`config.mk`:
```
export PLATFORM = sky130hd
export DESIGN_NAME = tick_watchdog
export DESIGN_NICKNAME = d
export VERILOG_FILES = /design/src/rtl/wdt_pkg.sv /design/src/rtl/wdt_apb_dec.sv /design/src/rtl/wdt_core.sv /design/src/rtl/tick_watchdog.sv
export SDC_FILE = /design/constraint.sdc
export NUM_CORES = 1
export LEC_CHECK = 0
export ABC_AREA = 1
export BUFFER_PORTS_ARGS = -buffer_cell sky130_fd_sc_hd__buf_4
export CORE_MARGIN = 2
export CORE_UTILIZATION = 35
export CTS_BUF_LIST = sky130_fd_sc_hd__clkbuf_16
export CTS_CLUSTER_DIAMETER = 50
export DETAILED_ROUTE_END_ITERATION = 8
export SKIP_CTS_REPAIR_TIMING = 1
export SYNTH_ARGS = -nofsm -noshare
export SYNTH_HDL_FRONTEND = slang
export SYNTH_SLANG_ARGS = --single-unit
```
`constraint.sdc`:
```
create_clock -name clk -period 1.9 [get_ports clk]
set_clock_uncertainty 0.1 [all_clocks]
set_input_delay 0.095 -clock clk [delete_from_list [all_inputs] [get_ports clk]]
set_output_delay 0.095 -clock clk [all_outputs]
set_load 0.005 [all_outputs]
```
`src/rtl/wdt_pkg.sv`:
```
package wdt_pkg;

    // Register byte offsets
    localparam int unsigned OFF_LOAD  = 32'h000;
    localparam int unsigned OFF_VALUE = 32'h004;
    localparam int unsigned OFF_CTRL  = 32'h008;
    localparam int unsigned OFF_CLR   = 32'h00C;
    localparam int unsigned OFF_RIS   = 32'h010;
    localparam int unsigned OFF_MIS   = 32'h014;
    localparam int unsigned OFF_LOCK  = 32'hC00;

    typedef enum logic [2:0] {
        SEL_NONE,
        SEL_LOAD,
        SEL_VALUE,
        SEL_CTRL,
        SEL_CLR,
        SEL_RIS,
        SEL_MIS,
        SEL_LOCK
    } reg_sel_e;

endpackage

```
`src/rtl/wdt_apb_dec.sv`:
```
module wdt_apb_dec
    import wdt_pkg::*;
#(
    parameter int ADDR_W = 12,
    parameter int DATA_W = 32
) (
    input  logic              psel,
    input  logic              penable,
    input  logic              pwrite,
    input  logic [ADDR_W-1:0] paddr,
    input  logic [DATA_W-1:0] load_q,
    input  logic [DATA_W-1:0] value_q,
    input  logic              en_q,
    input  logic              ris_q,
    input  logic              locked_q,
    output reg_sel_e          sel,
    output logic              wr_stb,
    output logic [DATA_W-1:0] prdata
);

    localparam logic [DATA_W-2:0] PAD = '0;

    always_comb begin
        if      (paddr == ADDR_W'(OFF_LOAD))  sel = SEL_LOAD;
        else if (paddr == ADDR_W'(OFF_VALUE)) sel = SEL_VALUE;
        else if (paddr == ADDR_W'(OFF_CTRL))  sel = SEL_CTRL;
        else if (paddr == ADDR_W'(OFF_CLR))   sel = SEL_CLR;
        else if (paddr == ADDR_W'(OFF_RIS))   sel = SEL_RIS;
        else if (paddr == ADDR_W'(OFF_MIS))   sel = SEL_MIS;
        else if (paddr == ADDR_W'(OFF_LOCK))  sel = SEL_LOCK;
        else                                  sel = SEL_NONE;
    end

    assign wr_stb = psel && penable && pwrite;

    always_comb begin
        unique case (sel)
            SEL_LOAD:  prdata = load_q;
            SEL_VALUE: prdata = value_q;
            SEL_CTRL:  prdata = {PAD, en_q};
            SEL_RIS:   prdata = {PAD, ris_q};
            SEL_MIS:   prdata = {PAD, ris_q & en_q};
            SEL_LOCK:  prdata = {PAD, locked_q};
            default:   prdata = '0;
        endcase
    end

endmodule

```
`src/rtl/wdt_core.sv`:
```
module wdt_core
    import wdt_pkg::*;
#(
    parameter int              DATA_W     = 32,
    parameter bit              STICKY_EN  = 1'b0,
    parameter logic [DATA_W-1:0] UNLOCK_KEY = 32'h1ACCE551
) (
    input  logic              clk,
    input  logic              rst_n,
    input  logic              wr_stb,
    input  reg_sel_e          sel,
    input  logic [DATA_W-1:0] wdata,
    input  logic              tick_en,
    output logic [DATA_W-1:0] load_q,
    output logic [DATA_W-1:0] value_q,
    output logic              en_q,
    output logic              ris_q,
    output logic              locked_q
);

    localparam logic [DATA_W-1:0] ONE = DATA_W'(1);

    typedef struct packed {
        logic [DATA_W-1:0] load;
        logic [DATA_W-1:0] value;
        logic              en;
        logic              ris;
        logic              locked;
    } state_t;

    state_t st_d, st_q;
    logic   ld_w, clr_w, ctl_w, lock_w, ctl_rise;

    always_comb begin
        st_d     = st_q;
        ld_w     = wr_stb && !st_q.locked && (sel == SEL_LOAD);
        clr_w    = wr_stb && !st_q.locked && (sel == SEL_CLR);
        ctl_w    = wr_stb && !st_q.locked && (sel == SEL_CTRL)
                   && !(STICKY_EN && st_q.en);
        lock_w   = wr_stb && (sel == SEL_LOCK);
        ctl_rise = ctl_w && wdata[0] && !st_q.en;

        // tick-driven counting, lowest priority
        if (st_q.en && tick_en) begin
            if (st_q.value == '0) begin
                st_d.value = st_q.load;
            end else begin
                st_d.value = st_q.value - ONE;
                if (st_q.value == ONE) st_d.ris = 1'b1;
            end
        end

        if (ctl_w)    st_d.en    = wdata[0];
        if (ctl_rise) st_d.value = st_q.load;
        if (ld_w) begin
            st_d.load  = wdata;
            st_d.value = wdata;
        end
        if (clr_w) begin
            st_d.ris   = 1'b0;
            st_d.value = st_q.load;
        end
        if (lock_w) st_d.locked = (wdata != UNLOCK_KEY);
    end

    always_ff @(posedge clk or negedge rst_n) begin
        if (!rst_n) begin
            st_q.load   <= '1;
            st_q.value  <= '1;
            st_q.en     <= 1'b0;
            st_q.ris    <= 1'b0;
            st_q.locked <= 1'b0;
        end else begin
            st_q <= st_d;
        end
    end

    assign load_q   = st_q.load;
    assign value_q  = st_q.value;
    assign en_q     = st_q.en;
    assign ris_q    = st_q.ris;
    assign locked_q = st_q.locked;


    step_one_chk: assert property (@(posedge clk) disable iff (!rst_n)
        (st_q.en && tick_en && st_q.value != '0 && !wr_stb)
        |=> st_q.value == $past(st_q.value) - ONE);


    frozen_when_off_chk: assert property (@(posedge clk) disable iff (!rst_n)
        (!st_q.en && !wr_stb) |=> $stable(st_q.value));


    zero_reload_chk: assert property (@(posedge clk) disable iff (!rst_n)
        (st_q.en && tick_en && st_q.value == '0 && !wr_stb)
        |=> st_q.value == $past(st_q.load));


    clear_reload_chk: assert property (@(posedge clk) disable iff (!rst_n)
        clr_w |=> (!st_q.ris && st_q.value == $past(st_q.load)));


    lock_blocks_load_chk: assert property (@(posedge clk) disable iff (!rst_n)
        (wr_stb && sel == SEL_LOAD && st_q.locked) |=> $stable(st_q.load));

    generate
        if (STICKY_EN) begin : g_sticky

            sticky_hold_chk: assert property (@(posedge clk) disable iff (!rst_n)
                st_q.en |=> st_q.en);
        end
    endgenerate

endmodule

```
`src/rtl/tick_watchdog.sv`:
```
module tick_watchdog
    import wdt_pkg::*;
#(
    parameter int                ADDR_W     = 12,
    parameter int                DATA_W     = 32,
    parameter bit                STICKY_EN  = 1'b0,
    parameter logic [DATA_W-1:0] UNLOCK_KEY = 32'h1ACCE551
) (
    input  logic              clk,
    input  logic              rst_n,
    input  logic              psel,
    input  logic              penable,
    input  logic              pwrite,
    input  logic [ADDR_W-1:0] paddr,
    input  logic [DATA_W-1:0] pwdata,
    output logic [DATA_W-1:0] prdata,
    output logic              pready,
    output logic              pslverr,
    input  logic              tick_en,
    output logic              irq
);

    reg_sel_e          sel;
    logic              wr_stb;
    logic [DATA_W-1:0] load_q, value_q;
    logic              en_q, ris_q, locked_q;

    wdt_apb_dec #(.ADDR_W(ADDR_W), .DATA_W(DATA_W)) u_dec (
        .psel     (psel),
        .penable  (penable),
        .pwrite   (pwrite),
        .paddr    (paddr),
        .load_q   (load_q),
        .value_q  (value_q),
        .en_q     (en_q),
        .ris_q    (ris_q),
        .locked_q (locked_q),
        .sel      (sel),
        .wr_stb   (wr_stb),
        .prdata   (prdata)
    );

    wdt_core #(.DATA_W(DATA_W), .STICKY_EN(STICKY_EN), .UNLOCK_KEY(UNLOCK_KEY)) u_core (
        .clk      (clk),
        .rst_n    (rst_n),
        .wr_stb   (wr_stb),
        .sel      (sel),
        .wdata    (pwdata),
        .tick_en  (tick_en),
        .load_q   (load_q),
        .value_q  (value_q),
        .en_q     (en_q),
        .ris_q    (ris_q),
        .locked_q (locked_q)
    );

    assign pready  = 1'b1;
    assign pslverr = 1'b0;
    assign irq     = ris_q & en_q;

endmodule

```
==> run summary, run 1 <==
The flow ran to the end, but the final reports show violations. The final reports fail on setup timing. At the end of routability-driven placement, the weighted congestion stood at 0.957.

Setup violations remaining at the end of the flow were counted as 14. The tools report the H-tree level count as 3. The origin of the worst setup path was u_core.value_q[4]. The cell-internal power was 5490 uW. In this run the standard cell core region covers 0.0159 mm^2. In this run the clock root is driven by a clkbuf_16.

In this run the tool buffered the top-level ports with 82 buffer cells. The shortest period the worst path allows is 1.93 ns. Setup repair after global routing could not meet its margin everywhere. Summed over all layers, the routed wires come to 21,100 um.

The final worst-path setup slack is -0.0290 ns, and the ratio of cells with drive above 1 in the final layout is 0.346. During synthesis, Yosys emitted a total of 0 warnings. The setup path with the least slack is of type reg2reg.

The worst hold path class was in2reg. In this run the worst setup path terminates at u_core.value_q[10]. The first global-routing pass estimated 32,400 um of wire. By area, the combinational part of the netlist is dominated by simple AND/OR/NAND/NOR gates. The net count of the mapped netlist was 992. The run gives 6,671 as the detailed-route via count. After layout, the design draws a total of 9250 uW.

In this run the critical register-to-register path is launched from u_core.value_q[4]. Entering global routing, the biggest net connects 37 pins. TritonCTS built the clock tree. The endpoint identified for the worst register-to-register timing path is u_core.value_q[10].

The post-synthesis area per instance was 6.06 um^2; the diode insertion count for antenna repair was 0. For the number of global-route vias before repair, the log shows 6,344. After clock tree synthesis, the clock-pin slew on the worst setup and hold paths is 0.06 ns.

The top cell type's share of synthesized area works out to 0.296. In this run the count of I/O pins placed on the die edge is 85. The setup slack of the most critical reg-to-reg path was -0.03 ns; the fraction of the mapped netlist area in simple logic gates was 0.423.

For this design the total switching power over the nets is 3770 uW. Standby leakage power: 0.00463 uW. The run gives 0.228 as the share of total power in sequential cells. Based on the critical path, the design can be clocked at up to 0.518 GHz. Summing all placed instances gives a cell area of 0.00724 mm^2.

The largest buffer count on any clock path is 2, and the number of violations reported at the end of detailed-routing iteration 0 is 449. The fraction of power spent switching nets was 0.407. The tools report the capturing element type of the critical path as a flop. The floorplan step set the die width to 132 um. By area the synthesized netlist is led by dfstp_2, nand2_1, nand3_1. Cell taking the most area after synthesis: dfstp_2. For the net count reported at finish, the log shows 1,195. Setup total negative slack on the finished layout was measured at -0.179 ns.

The number of vias per cell was 4.90. The hold violation total from the final report was 0; the height of the die was 132 um. Synthesis inferred 67 register bits. The clock net in this run drives a total of 67 sinks. OpenSTA, run right after detailed placement, puts the worst setup slack at -0.262 ns.

The signed area change from the synthesized netlist to the final layout came out at 49.3%. The routed length on met1 is 9280 um, and the routed length on met2 is 10,000 um. Power density over cell area: 1090 mW/mm^2. The routed design uses 1230 um of met3 wire. The worst setup path is launched from a flop. The logs give 0.561 for the power share of the combinational group and 2.12 ns for the data arrival time of the critical path.

Number of buffers created by CTS: 9. For the number of different library cells in the post-synthesis netlist, the log shows 35. In the final routed layout, each cell accounts on average for 15.5 um. The data required time at the worst endpoint is 2.09 ns, and the finished layout cell area is 0.00850 mm^2.

Share of total power in the clock network: 0.211. The most frequent standard cell in the layout excluding fill and tap cells was nand2_1. Once detail routing completed, the nets flagged for antenna violations numbered 0. After detailed routing, the number of remaining DRC violations is 0. The logs give 0 for the final global-route overflow total and 0.00569 mm^2 for the mapped cell area.

Across the run, the number of max-cap violations was 0. The maximum net fanout on the critical path is 6, and the number of iterations in the first detailed-routing pass is 5. The compound-gate portion of the synthesized area is 0.0866. Across the VDD grid, the largest voltage drop is 0.000566 V. The number of cells traversed by the worst register-to-register path is 13. The synthesized-area fraction occupied by adder cells came out at 0.00660. The cell count after synthesis was 939. The proportion of synthesized chip area in sequential cells was 0.309.

The wire-length estimate of the detail-placed layout is 14,900 um. The total count of max-transition violations in the final report was 0. The floorplan step defined a die boundary enclosing 0.0173 mm^2.

In this run the top signal layer used is met4. The library cells used most frequently in the layout, excluding fill and tap cells, are nand2_1, buf_4, inv_1. The placement row count was 46; the number of antenna violations at the first check in global routing was 0. The part of the cycle the worst path needs was 1.02. Mux share of post-synthesis cell area: 0.00176. The initial cell density of the core is 0.358. For the clock latency of the later-clocked register in the worst-skew pair, the log shows 0.35 ns.

The xor/xnor share of the synthesized area works out to 0.0246. Overall global routing resource usage: 0.234.
## cells in the mapped netlist
cell type,instances
a21oi_1,9
and2_1,2
buf_1,3
buf_2,17
buf_4,6
buf_6,5
clkbuf_1,7
clkinv_1,10
conb_1,2
dfrtp_1,3
dfstp_2,64
ha_1,3
inv_1,147
inv_2,6
mux2i_1,1
nand2_1,289
nand2_2,4
nand2_4,1
nand3_1,131
nand3_2,1
nand3b_1,1
nand4_1,10
nor2_1,105
nor2_2,6
nor2_4,2
nor2_8,2
nor3_1,3
nor4_1,5
o21ai_0,28
o21ai_1,11
o21ai_2,1
o21bai_1,5
o22ai_1,33
xnor2_1,1
xor2_1,15
## worst max-delay path, cell delays in order, from the launching register on
cell and delay (ns):
dfstp_2 0.53, inv_1 0.07, nand2_1 0.09, nor2_2 0.07, nand2_2 0.09, nor2_4 0.05, nand2_4 0.10, inv_4 0.04
nor2_4 0.27, clkbuf_16 0.22, nand3_2 0.07, nand3_2 0.07, nand2_1 0.05, nand2_1 0.05
## stage by stage
step	hold WS, ns	utilization	std cells
floorplan	-0.301	-	939
global placement	-0.0140	0.455	1300
detailed placement	-0.00775	0.455	1300
CTS	-0.372	0.476	1315
global route	0.0510	0.535	1362
finish	0.0248	0.535	1362
## power groups by stage
stage | clock (uW) | sequential (uW) | combinational [uW]
3_5_place_dp | 0 | 2030 | 4160
2_1_floorplan | 0 | 2120 | 2200
4_1_cts | 1970 | 2010 | 4190
3_3_place_gp | 0 | 2020 | 4170
6_report | 1950 | 2110 | 5190
5_1_grt | 2010 | 2140 | 5720
## state kept, by name, indices dropped and copies added, names as in the netlist
register / flops
u_core.value_q: 32
u_core.ris_q: 1
u_core.locked_q: 1
u_core.load_q: 32
u_core.en_q: 1
## final cells by class
cell class / count / area, um^2
Timing Repair Buffer: 229 / 2000
Tap cell: 216 / 270
Sequential cell: 67 / 1760
Clock buffer: 9 / 225
Multi-Input combinational cell: 672 / 3520
Inverter: 163 / 619
Fill cell: 1575 / 7390
Clock inverter: 6 / 105
## worst min-delay path by stage
stage / startpoint / end / depth (start not counted)
final: pwdata[19] / u_core.load_q[19] / 4
after CTS: rst_n / u_core.ris_q / 1
after detailed placement: rst_n / u_core.ris_q / 1
after floorplan: rst_n / u_core.en_q / 0
after global placement: rst_n / u_core.ris_q / 1
after global routing: pwdata[22] / u_core.load_q[22] / 4
## layer usage
| layer | track usage | vias up |
|---|---|---|
| met1 | 0.307 | 3081 |
| met3 | 0.0417 | 38 |
| met2 | 0.390 | 209 |
| li1 | - | 3343 |
| met5 | 0 | - |
| met4 | 0.0707 | 0 |
## cell families (layout without fill, tap and decap cells)
| logic type | after synthesis | after routing |
|---|---|---|
| AND/OR/NAND/NOR | 562 | 563 |
| buffers and inverters | 201 | 407 |
| AO/OA/AOI/OAI | 87 | 87 |
| flip-flops | 67 | 67 |
| XOR/XNOR | 16 | 16 |
| adder cells (fa/ha/maj) | 3 | 3 |
| other | 2 | 2 |
| multiplexers | 1 | 1 |
Note: power is estimated with default switching activity, not from simulation.
==> run 2: changes to the inputs <==
--- a/config.mk
+++ b/config.mk
@@ -15,4 +15,5 @@
 export SKIP_CTS_REPAIR_TIMING = 1
 export SYNTH_ARGS = -nofsm -noshare
 export SYNTH_HDL_FRONTEND = slang
+export SYNTH_HIERARCHICAL = 1
 export SYNTH_SLANG_ARGS = --single-unit
==> run 2 against run 1 <==
The run now ends clean. Sequential share of layout area increased by 0.81 points. Total power down 53%. Fmax up 2.8%. Wire length down 14%. Final cell count fell by 5.8%. Non-clock buffer count down 6. Die area decreased by 3.4%. First-iteration DRC count is 19% lower. Critical path depth unchanged. Clock-buffer cell count is the same. Via count is 8.2% lower. Register-to-register slack improved by 0.05 ns. Critical endpoint is now u_core/value_q[29]. Largest cell class unchanged. Largest power group is now clock.
==> run summary, run 2 <==
The flow ran to the end, and the final reports show no timing, DRC or antenna violations. STA classifies the critical path endpoint as a flop. The tools report the hold path startpoint as pwdata[30].

Clock-pin slew was measured on the worst setup and hold paths at 0.06 ns. Compared with the post-synthesis result, the final layout area differs by 48.9%. The post-placement cell area is 0.00694 mm^2.

TritonCTS built the clock tree. Final antenna-violating net count: 0. Top flip-flop cell by instance count after synthesis: dfstp_2. The most frequently used cell type in the post-synthesis netlist is nand2_1. The logs give 0 for the diode insertion count for antenna repair and 0 for the hold violation total from the final report.

The cell at the root of the clock tree is clkbuf_16. The tools report the number of maximum-capacitance constraint violations as 0. The peak per-stage delay on the critical path is 0.55 ns, and the async set or reset register ratio after synthesis is 1.00. The part of the cycle the worst path needs came out at 0.988.

For the number of antenna violations at the first check in global routing, the log shows 0. The die covers 0.0167 mm^2. The number of vias per cell is 4.77, and the power density over cell area is 529 mW/mm^2. The share of total power in the clock network came out at 0.375. After synthesis, the mean cell area works out to 6.34 um^2. The run gives 2.07 ns as the data required time at the worst endpoint. Sorting the synthesized cells by area gives the leading types as dfstp_2, nand2_1, nor2_1. The tools report the launch instance of the worst register-to-register path as u_core/value_q[1]. Tracing the worst setup path back leads to its startpoint at u_core/value_q[1].

The run gives 0.287 as the power share of the combinational group. The run gives 0.626 as the max-slew headroom at the worst pin. The most frequent standard cell in the layout excluding fill and tap cells is nand2_1. The share of total power in sequential cells was 0.338; the maximum number of pins on one net before global-route repair was 47. After floorplanning, the core was divided into 45 placement rows.

Summed over all layers, the global routing overflow is 0. During synthesis, Yosys emitted a total of 6 warnings. The wire length of the first global-routing pass was 26,500 um. The die is 129 um tall. The design draws 4320 uW.

Clock tree synthesis inserted a total of 9 buffers. The H-tree generated during clock tree synthesis spans 3 levels. The logs give 0.533 GHz for the peak clock frequency supported by timing and 0 for the remaining design rule violation count. After synthesis, the most frequently instantiated cells are nand2_1, nor2_1, inv_1. The internal power of the cells totals 2990 uW. In this run the worst path has a maximum fanout of 7.

The synthesized design contains 0 enable-type register cells. From left edge to right edge, the die measures 129 um. Once layout is done, the placed cells without fillers occupy 0.00818 mm^2. The number of iterations in the first detailed-routing pass is 5, and the final RePlAce weighted congestion is 0.884. Once routing completed, OpenROAD measured the worst setup slack at 0.0228 ns.

The net count reported at finish came out at 1,119. The worst hold path class was in2reg. The detailed-route via count was 6,122; the post-detailed-placement half-perimeter wirelength was 12,200 um.

The logs give 0.200 for the overall global routing resource usage and 918 for the net count of the mapped netlist. After detailed routing, the average wire length per cell comes to 14.2 um. The slowest library cell on the worst path was dfstp_2. The cell taking the most area after synthesis was dfstp_2. At the placement stage, the worst setup path has a slack of -0.191 ns. The total count of max-transition violations in the final report was 0. For this design the top-level I/O count stands at 85. For the pin with the worst max-slew slack, the measured transition is 0.555 ns. The number of violations reported at the end of detailed-routing iteration 0 was 364. Number of filler instances in the final layout: 1,469.

The run gives 2.05 ns as the data arrival time of the critical path. Counting every instance in the synthesized netlist gives 866. The element type at the critical path start is a flop. Ratio of cells with drive above 1 in the final layout: 0.358. Leaving out fill and tap cells, the most frequent cells in the layout are nand2_1, buf_4, nor2_1. Walking the worst path, the cells encountered are inv_2 > ha_4 > nand2_4 > nor2_4 > nand3_4 > nor2_2 > nor2_4 > buf_6 > nand3_1 > nand2_1 > nand2_1 > nand2_1 > nand2_1. For flop-to-flop paths, the worst setup slack is 0.02 ns.

The number of cells traversed by the worst register-to-register path was 13; the top cell type's share of synthesized area was 0.306. IR analysis of the VDD net gives a maximum drop of 0.000424 V. The core region is 0.0153 mm^2. Counting every sink on the clock net gives 67. The clock passes through at most 2 buffers. The clock latency of the later-clocked register in the worst-skew pair was 0.35 ns; the initial cell density of the core was 0.360. The final wirelength was 18,200 um; the number of storage elements in the synthesis netlist was 67. The tools report the core occupancy in the finished layout as 0.536. The run gives 5,339 as the number of global-route vias before repair. Worst setup path endpoint: u_core/value_q[29].

The fraction of power spent switching nets was 0.308. In this run the power spent charging and discharging nets is 1330 uW. The worst setup path is of the reg2reg kind. The endpoint identified for the worst register-to-register timing path is u_core/value_q[29]. For the standby leakage power, the log shows 0.00446 uW. The most used cell along the critical path was nand2_1.

The mapped netlist covers 0.00549 mm^2. Proportion of synthesized chip area in sequential cells: 0.320. The number of buffers inserted by port buffering came out at 82. The netlist uses 37 different library cells. Setup violations remaining at the end of the flow were counted as 0. The shortest period the worst path allows came out at 1.88 ns. Setup repair after global routing could not meet its margin everywhere.
## run 2: cell types whose count changed after synthesis, sizes merged, moves of 6 or more
cell / change
nand2: +51
o22ai: -33
inv: -55
a21oi: +19
buf: -6
xor2: -11
a22o: +31
nor2: +21
nand3: -98
o21ai: +7
xnor2: +11
clkinv: -7
## run 2: per-stage QoR
stage | setup TNS, ns | instances | hold WS, ns
5_1_grt | -0.288 | 1283 | 0.0399
4_1_cts | -0.901 | 1226 | -0.381
6_report | 0 | 1283 | 0.00975
3_5_place_dp | -6.31 | 1210 | -0.00841
2_1_floorplan | 0 | 866 | -0.301
3_3_place_gp | -5.08 | 1210 | -0.00634
## run 2: worst max-delay path: cells and delay by family (launching register included)
| kind | cells | cell delay, ns |
|---|---|---|
| flops | 1 | 0.55 |
| buf+inv | 2 | 0.22 |
| fa+ha+maj | 1 | 0.16 |
| simple gates | 10 | 0.76 |
## run 2: kinds of logic after synthesis
kind of cell | count (synthesis) | synth area share
other | 2 | 0.00137
xor gates and xnor gates | 16 | 0.0255
buffers and inverters | 135 | 0.109
and+or+nand+nor | 537 | 0.420
adders and majority gates | 2 | 0.00456
DFF | 67 | 0.320
AOI/OAI and AO/OA | 107 | 0.119
## run 2: area by class of cell
cell class	count	area (um^2)	share of cell area
Sequential cell	67	1760	0.215
Timing Repair inverter	1	8.76	0.00107
Timing Repair Buffer	223	2020	0.247
Inverter	101	400	0.0490
Clock inverter	7	52.6	0.00643
Clock buffer	9	225	0.0275
Tap cell	211	264	0.0323
Multi-Input combinational cell	664	3450	0.421
## run 2: power groups by stage
stage | Combinational, uW | Sequential [uW] | Clock [uW]
6_report | 1240 | 1460 | 1620
5_1_grt | 1360 | 1460 | 1710
4_1_cts | 970 | 1460 | 1650
3_5_place_dp | 966 | 1480 | 0
3_3_place_gp | 960 | 1480 | 0
2_1_floorplan | 610 | 1480 | 0
## run 2: per-layer routing
metal / vias to the layer above / part of all wire / track usage
met4: 0 / 0.012 / 0.0435
met2: 160 / 0.47 / 0.315
li1: 3110 / - / -
met5: - / 0 / 0
met1: 2833 / 0.48 / 0.281
met3: 19 / 0.045 / 0.0446
## run 2: worst min path at each step
stage / end / slack [ns] / cells after the start
after global placement: u_core/locked_q / -0.006 / 1
after CTS: u_core/locked_q / -0.38 / 1
final: u_core/load_q[30] / 0.01 / 4
after detailed placement: u_core/locked_q / -0.008 / 1
after floorplan: u_core/en_q / -0.30 / 0
after global routing: u_core/load_q[30] / 0.04 / 4
